[src/rtl/lock_pkg.sv]
package lock_pkg;

    localparam int CODE_W  = 3;
    localparam int STATE_W = 4;

    typedef enum logic [STATE_W-1:0] {
        S_START  = 4'd0,
        S_CHK0   = 4'd1,
        S_WAIT0  = 4'd2,
        S_CHK1   = 4'd3,
        S_WAIT1  = 4'd4,
        S_CHK2   = 4'd5,
        S_OPEN   = 4'd6,
        S_XWAIT0 = 4'd7,
        S_XCHK1  = 4'd8,
        S_XWAIT1 = 4'd9,
        S_XCHK2  = 4'd10,
        S_ALARM  = 4'd11
    } lock_state_e;

endpackage

[src/rtl/lock_enter_edge.sv]
module lock_enter_edge (
    input  logic clk,
    input  logic rst_n,
    input  logic lvl_i,
    output logic pulse_o
);

    logic lvl_q;

    always_ff @(posedge clk or negedge rst_n) begin
        if (!rst_n) begin
            lvl_q <= 1'b0;
        end else begin
            lvl_q <= lvl_i;
        end
    end

    // One-cycle strobe on the low-to-high transition of the level.
    assign pulse_o = lvl_i & ~lvl_q;

endmodule

[src/rtl/lock_code_reg.sv]
module lock_code_reg
    import lock_pkg::*;
#(
    parameter logic [CODE_W-1:0] INIT_CODE = '0
) (
    input  logic              clk,
    input  logic              rst_n,
    input  logic              load_i,
    input  logic              allow_i,
    input  logic [CODE_W-1:0] data_i,
    output logic [CODE_W-1:0] code_o
);

    logic wr_en;

    assign wr_en = load_i & allow_i;

    always_ff @(posedge clk or negedge rst_n) begin
        if (!rst_n) begin
            code_o <= INIT_CODE;
        end else if (wr_en) begin
            code_o <= data_i;
        end
    end

endmodule

[src/rtl/lock_fsm.sv]
module lock_fsm
    import lock_pkg::*;
(
    input  logic              clk,
    input  logic              rst_n,
    input  logic              restart_i,
    input  logic              press_i,
    input  logic              key_i,
    input  logic [CODE_W-1:0] code_i,
    output logic              at_start_o,
    output logic              open_o,
    output logic              alarm_o
);

    lock_state_e state_q;
    lock_state_e state_d;
    logic [CODE_W-1:0] hit;

    // Per-position agreement between the key switch and the stored code.
    for (genvar i = 0; i < CODE_W; i++) begin : g_hit
        assign hit[i] = ~(key_i ^ code_i[i]);
    end

    always_ff @(posedge clk or negedge rst_n) begin
        if (!rst_n) begin
            state_q <= S_START;
        end else begin
            state_q <= state_d;
        end
    end

    always_comb begin
        state_d = state_q;
        if (restart_i) begin
            state_d = S_START;
        end else begin
            unique case (state_q)
                S_START:  if (press_i) state_d = S_CHK0;
                S_CHK0:   state_d = hit[0] ? S_WAIT0 : S_XWAIT0;
                S_WAIT0:  if (press_i) state_d = S_CHK1;
                S_CHK1:   state_d = hit[1] ? S_WAIT1 : S_XWAIT1;
                S_WAIT1:  if (press_i) state_d = S_CHK2;
                S_CHK2:   state_d = hit[2] ? S_OPEN : S_ALARM;
                S_OPEN:   state_d = S_OPEN;
                S_XWAIT0: if (press_i) state_d = S_XCHK1;
                S_XCHK1:  state_d = S_XWAIT1;
                S_XWAIT1: if (press_i) state_d = S_XCHK2;
                S_XCHK2:  state_d = S_ALARM;
                S_ALARM:  state_d = S_ALARM;
                default:  state_d = S_START;
            endcase
        end
    end

    // Moore outputs decoded from the current state only.
    always_comb begin
        at_start_o = 1'b0;
        open_o     = 1'b0;
        alarm_o    = 1'b0;
        unique case (state_q)
            S_START: at_start_o = 1'b1;
            S_OPEN:  open_o     = 1'b1;
            S_ALARM: alarm_o    = 1'b1;
            default: ;
        endcase
    end

endmodule

[src/rtl/serial_combo_lock.sv]
module serial_combo_lock
    import lock_pkg::*;
#(
    parameter logic [2:0] INIT_CODE = 3'b000
) (
    input  logic       clk,
    input  logic       rst_n,
    input  logic       restart,
    input  logic       enter_lvl,
    input  logic       key_bit,
    input  logic       code_load,
    input  logic [2:0] code_in,
    output logic       open_o,
    output logic       alarm_o
);

    logic              press;
    logic              at_start;
    logic [CODE_W-1:0] code_q;

    lock_enter_edge u_edge (
        .clk     (clk),
        .rst_n   (rst_n),
        .lvl_i   (enter_lvl),
        .pulse_o (press)
    );

    lock_code_reg #(
        .INIT_CODE (INIT_CODE)
    ) u_code (
        .clk     (clk),
        .rst_n   (rst_n),
        .load_i  (code_load),
        .allow_i (at_start),
        .data_i  (code_in),
        .code_o  (code_q)
    );

    lock_fsm u_fsm (
        .clk        (clk),
        .rst_n      (rst_n),
        .restart_i  (restart),
        .press_i    (press),
        .key_i      (key_bit),
        .code_i     (code_q),
        .at_start_o (at_start),
        .open_o     (open_o),
        .alarm_o    (alarm_o)
    );

endmodule

[config.mk]
export PLATFORM = sky130hd
export DESIGN_NAME = serial_combo_lock
export DESIGN_NICKNAME = d
export VERILOG_FILES = /design/src/rtl/lock_pkg.sv /design/src/rtl/lock_enter_edge.sv /design/src/rtl/lock_code_reg.sv /design/src/rtl/lock_fsm.sv /design/src/rtl/serial_combo_lock.sv
export SDC_FILE = /design/constraint.sdc
export NUM_CORES = 1
export LEC_CHECK = 0
export ABC_AREA = 1
export BUFFER_PORTS_ARGS = -buffer_cell sky130_fd_sc_hd__buf_4
export CELL_PAD_IN_SITES_DETAIL_PLACEMENT = 1
export CELL_PAD_IN_SITES_GLOBAL_PLACEMENT = 2
export CORE_MARGIN = 2
export CORE_UTILIZATION = 30
export CTS_BUF_LIST = sky130_fd_sc_hd__clkbuf_8
export CTS_CLUSTER_SIZE = 10
export DETAILED_ROUTE_END_ITERATION = 6
export GPL_ROUTABILITY_DRIVEN = 0
export PLACE_DENSITY = 0.92
export REMOVE_ABC_BUFFERS = 1
export SYNTH_ARGS = -nofsm -noshare
export SYNTH_HDL_FRONTEND = slang
export SYNTH_SLANG_ARGS = --single-unit
export TNS_END_PERCENT = 50
[constraint.sdc]
create_clock -name clk -period 1.9 [get_ports clk]
set_input_delay 0.38 -clock clk [delete_from_list [all_inputs] [get_ports clk]]
set_output_delay 0.38 -clock clk [all_outputs]
set_load 0.1 [all_outputs]
# Word-level counts from Yosys, hierarchy flattened

Index checks and enable logic that the tools add are counted.

Bits of input ports: 9
Logic and storage cells: 41
Output and inout bits: 2
Register bits: 8

Muxes and demuxes: 13
Reduce and logical (&&, ||, !) cells: 3
Eq/ne operators: 16
Bitwise gates (word level): 6

Operators with widths:

| cell                                                             | count |
|---|---|
| 4-bit one-hot mux with 11 select lines                           | 1 |
| 4-bit 2-to-1 mux                                                 | 8 |
| 4-bit by 3-bit == test with 1-bit output (second input constant) | 4 |
| 4-bit == test (second input constant)                            | 4 |
| 3-bit inequality test (second input constant)                    | 5 |
| 4-bit by 2-bit == test with 1-bit output (second input constant) | 2 |
| 5-bit AND reduction                                              | 1 |
| 4-bit by 1-bit == test with 1-bit output (second input constant) | 1 |
| 4-bit zero test                                                  | 1 |
| 1-bit 2-to-1 mux                                                 | 3 |
| 3-bit 2-to-1 mux                                                 | 1 |
| 1-bit XOR                                                        | 3 |
| 1-bit bitwise AND                                                | 2 |
| 2-bit OR reduction                                               | 1 |
| 1-bit inverter                                                   | 1 |

# Depth between registers and ports, before layout

Depth in word-level cells: 5
Gate-level depth with buffers: 8
Mapped depth without buffers: 8

# Cells and area by module

From an unflattened synthesis, not the netlist that was laid out.

Cell total of the unflattened synthesis: 96
Area total of the unflattened synthesis: 583.1 um^2

Modules (own cells, without submodules):

| module          | area each (um^2) | cells an instance | seq. area each (um^2) | times used |
|---|---|---|---|---|
| lock_fsm        | 429.2            | 80                | 100.1                 | 1 |
| lock_code_reg   | 118.9            | 13                | 75.1                  | 1 |
| lock_enter_edge | 35.0             | 3                 | 25.0                  | 1 |

# Worst setup path before layout

No wires, ideal clock.

Path kind: flip-flop to output port
From: register u_fsm.state_q[2]
To: output port alarm_o
Stages on the path, launching flop included: 4
Data required time: 1.520 ns
Buffers on the path: 0
Path slack: -0.401 ns
Arrival: 1.921 ns
Cells stage by stage: dfrtp_1 -> nor2_2 -> inv_1 -> nor2_1

Longest elaborated chain between the ends: 2

Ends and longest elaborated chain:

| element                | RTL line                | text |
|---|---|---|
| start, declared        | lock_fsm.sv:15          | `lock_state_e state_q;` |
| start signal, assigned | lock_fsm.sv:28          | `state_q <= state_d;` |
| 4-bit == test          | lock_fsm.sv:60          | `unique case (state_q)` |
| 1-bit 2-to-1 mux       | lock_fsm.sv:60          |  |
| end, declared          | serial_combo_lock.sv:14 | `output logic alarm_o` |

No other way between the ends.

# Worst setup path after layout

Ends and elaborated chain as after synthesis.

==> metrics.txt <==
status completed; clk buf depth 2; DIE AREA 2210 sq um; mean post-synth cell area 5.96 sq um; CP required 1.52 ns; post-DP HPWL ~1300 microns; largest net degree at the start of global routing 9; leakage power just over 0.4 nW; Hold/Removal Path Class in2reg; Pint 0.000527 W; Final Skew 0.00519 ns; sequential power share 0.308; DP Area 661 sq um; CTS sink cnt 8; vias in the first global route a little over 600; cts hold-fix bufs 1; later-pin clock latency in the skew report between 0.2 and 0.25 ns; fin area 712 sq um; cell taking the most area after synthesis dfrtp_1; top cell type's share of synthesized area 0.361; gr usage total 0.159; Sw Share 0.461; Layout area overhead 28.4%; Starting Density 0.321; routed wire length 1490 microns; gr ovfl total 0; fillcell total 240; post-route insts no fill 132; CTS tree built; fmax 575 MHz; crit path DAT 1.36 ns; register area 200 sq um; Worst Setup Path Type reg2out; VDD IR max 979 uV; total number of vias 588; Final nets 118; multi-input logic area roughly 300 sq um; clock-pin transition on the worst setup and hold timing paths 0.05 ns; Cell Area, Synth ~550 sq um; # rows 15; Die X between 40 and 50 microns; sequential fraction of the synthesis area 0.361; Setup TNS 0 ns; Final min period around 1.7 ns; post-route ant nets 0; # IOs 11; # diodes 0; Port Buf Inserts 10; combinational power share 0.482; Hold Fails Final Rpt 0; Max Slew Vio Count 0; sw power around 0.00045 W; Tcrit/Tclk final 0.915; Clk pwr share 0.210; DR WL/cell 11.3 microns; Cell variety after synth 15; Finished Core Util 0.412; Gate Count Post-Synth 93; commonest non-fill, non-tap cell in the layout nand2_1; total core area 1730 sq um; layout cell share with drive strength beyond 1 0.196; Yosys reg bits 8; worst slew pin tran 0.331 ns; MaxCap Viol Count 0; Pre-antenna DRT Iters 4; yosys warns 0; first-pass GRT wire length 2380 microns; Slew headroom 0.780; post-CTS setup buffers 0; Die Y 47.0 microns; placed insts 128; Tot Pwr 0.000978 W; critical path peak fanout 6; post-CTS sizing 0; Via-to-Cell Ratio around 4.5; H-Tree Depth 1; startpoint types flop; DRC 0; initial antenna violation count 0; Num CTS Buffers 3; Worst setup EP type output port; P per Cell Area roughly 1400 nW/um^2; synth top area cells dfrtp_1 (36%), nand2_1 (25%), nor2_1 (12%); RSZ-0062 raised after global routing no; highest-count cells in the layout ignoring fill and taps nand2_1 (37), nor2_1 (18), inv_1 (11); root buf cell clkbuf_8; Starting DRT DRC Count 4; # setup viols final 0
[power by group through the flow]
stage                     clock network, W  registers (W)  logic, W
after global placement                   0       0.000299  0.000465
after floorplan                          0       0.000285  0.000359
after CTS                         0.000209       0.000300  0.000473
after global routing              0.000213       0.000310  0.000543
final                             0.000205       0.000301  0.000471
after detailed placement                 0       0.000303  0.000470
[cells by family after synthesis]
logic type / synth area share
AO/OA/AOI/OAI: 0.0971
buffers and inverters: 0.0971
flip-flops: 0.361
AND/OR/NAND/NOR: 0.445
[routing by layer]
| metal | up-vias | part of all wire | track usage |
|---|---|---|---|
| li1 | 309 | - | - |
| met1 | 266 | 0.48 | 0.191 |
| met2 | 9 | 0.47 | 0.271 |
| met3 | 4 | 0.022 | 0.0308 |
| met4 | 0 | 0.022 | 0.0778 |
| met5 | - | 0 | 0 |
[worst max-delay path: stages, from the launching register on]
cell,delay (ns)
dfrtp_1,0.44
nor2_2,0.23
inv_1,0.08
nor2_1,0.09
buf_4,0.29
[final timing paths]
check	depth (start not counted)	to	slack (ns)	from
setup / recovery	4	alarm_o	0.16	u_fsm.state_q[2]$_DFFE_PN0P_
setup reg to reg	7	u_fsm.state_q[3]$_DFFE_PN0P_	0.62	u_fsm.state_q[1]$_DFFE_PN0P_
min in group asynchronous	2	u_fsm.state_q[1]$_DFFE_PN0P_	0.51	rst_n
hold reg to reg	2	u_code.code_o[0]$_DFFE_PN0P_	0.55	u_code.code_o[0]$_DFFE_PN0P_
max in group asynchronous	2	u_fsm.state_q[0]$_DFFE_PN0P_	1.26	rst_n
hold / removal	1	u_edge.lvl_q$_DFF_PN0_	0.27	enter_lvl
[synthesized netlist by cell type]
master and instances:
nand2_1 37, nor2_1 18, inv_1 11, dfrtp_1 8, a21oi_1 6, inv_2 2
nand2_2 2, o21ai_0 2, clkinv_2 1, nand3_1 1, nand3_2 1, nand4_1 1
nor2_2 1, o21ai_1 1, o21ai_2 1
[per-stage QoR]
| stage | hold WS [ns] | setup slack, ns |
|---|---|---|
| floorplan | 0.0844 | -0.401 |
| global placement | 0.206 | 0.446 |
| detailed placement | 0.208 | 0.399 |
| CTS | 0.267 | 0.153 |
| global route | 0.270 | 0.0572 |
| finish | 0.269 | 0.161 |
[sequential cells by signal (all words and copies together) (netlist names)]
name,count
u_edge.lvl_q,1
u_fsm.state_q,4
u_code.code_o,3
[layout make-up]
| class | count | share of cell area |
|---|---|---|
| clock buffers | 3 | 0.0580 |
| inverters | 14 | 0.0756 |
| multi-input cells | 71 | 0.422 |
| flip-flops and latches | 8 | 0.281 |
| well taps | 25 | 0.0439 |
| repair buffers | 11 | 0.120 |
No activity file was read; power rests on OpenSTA's default activity.
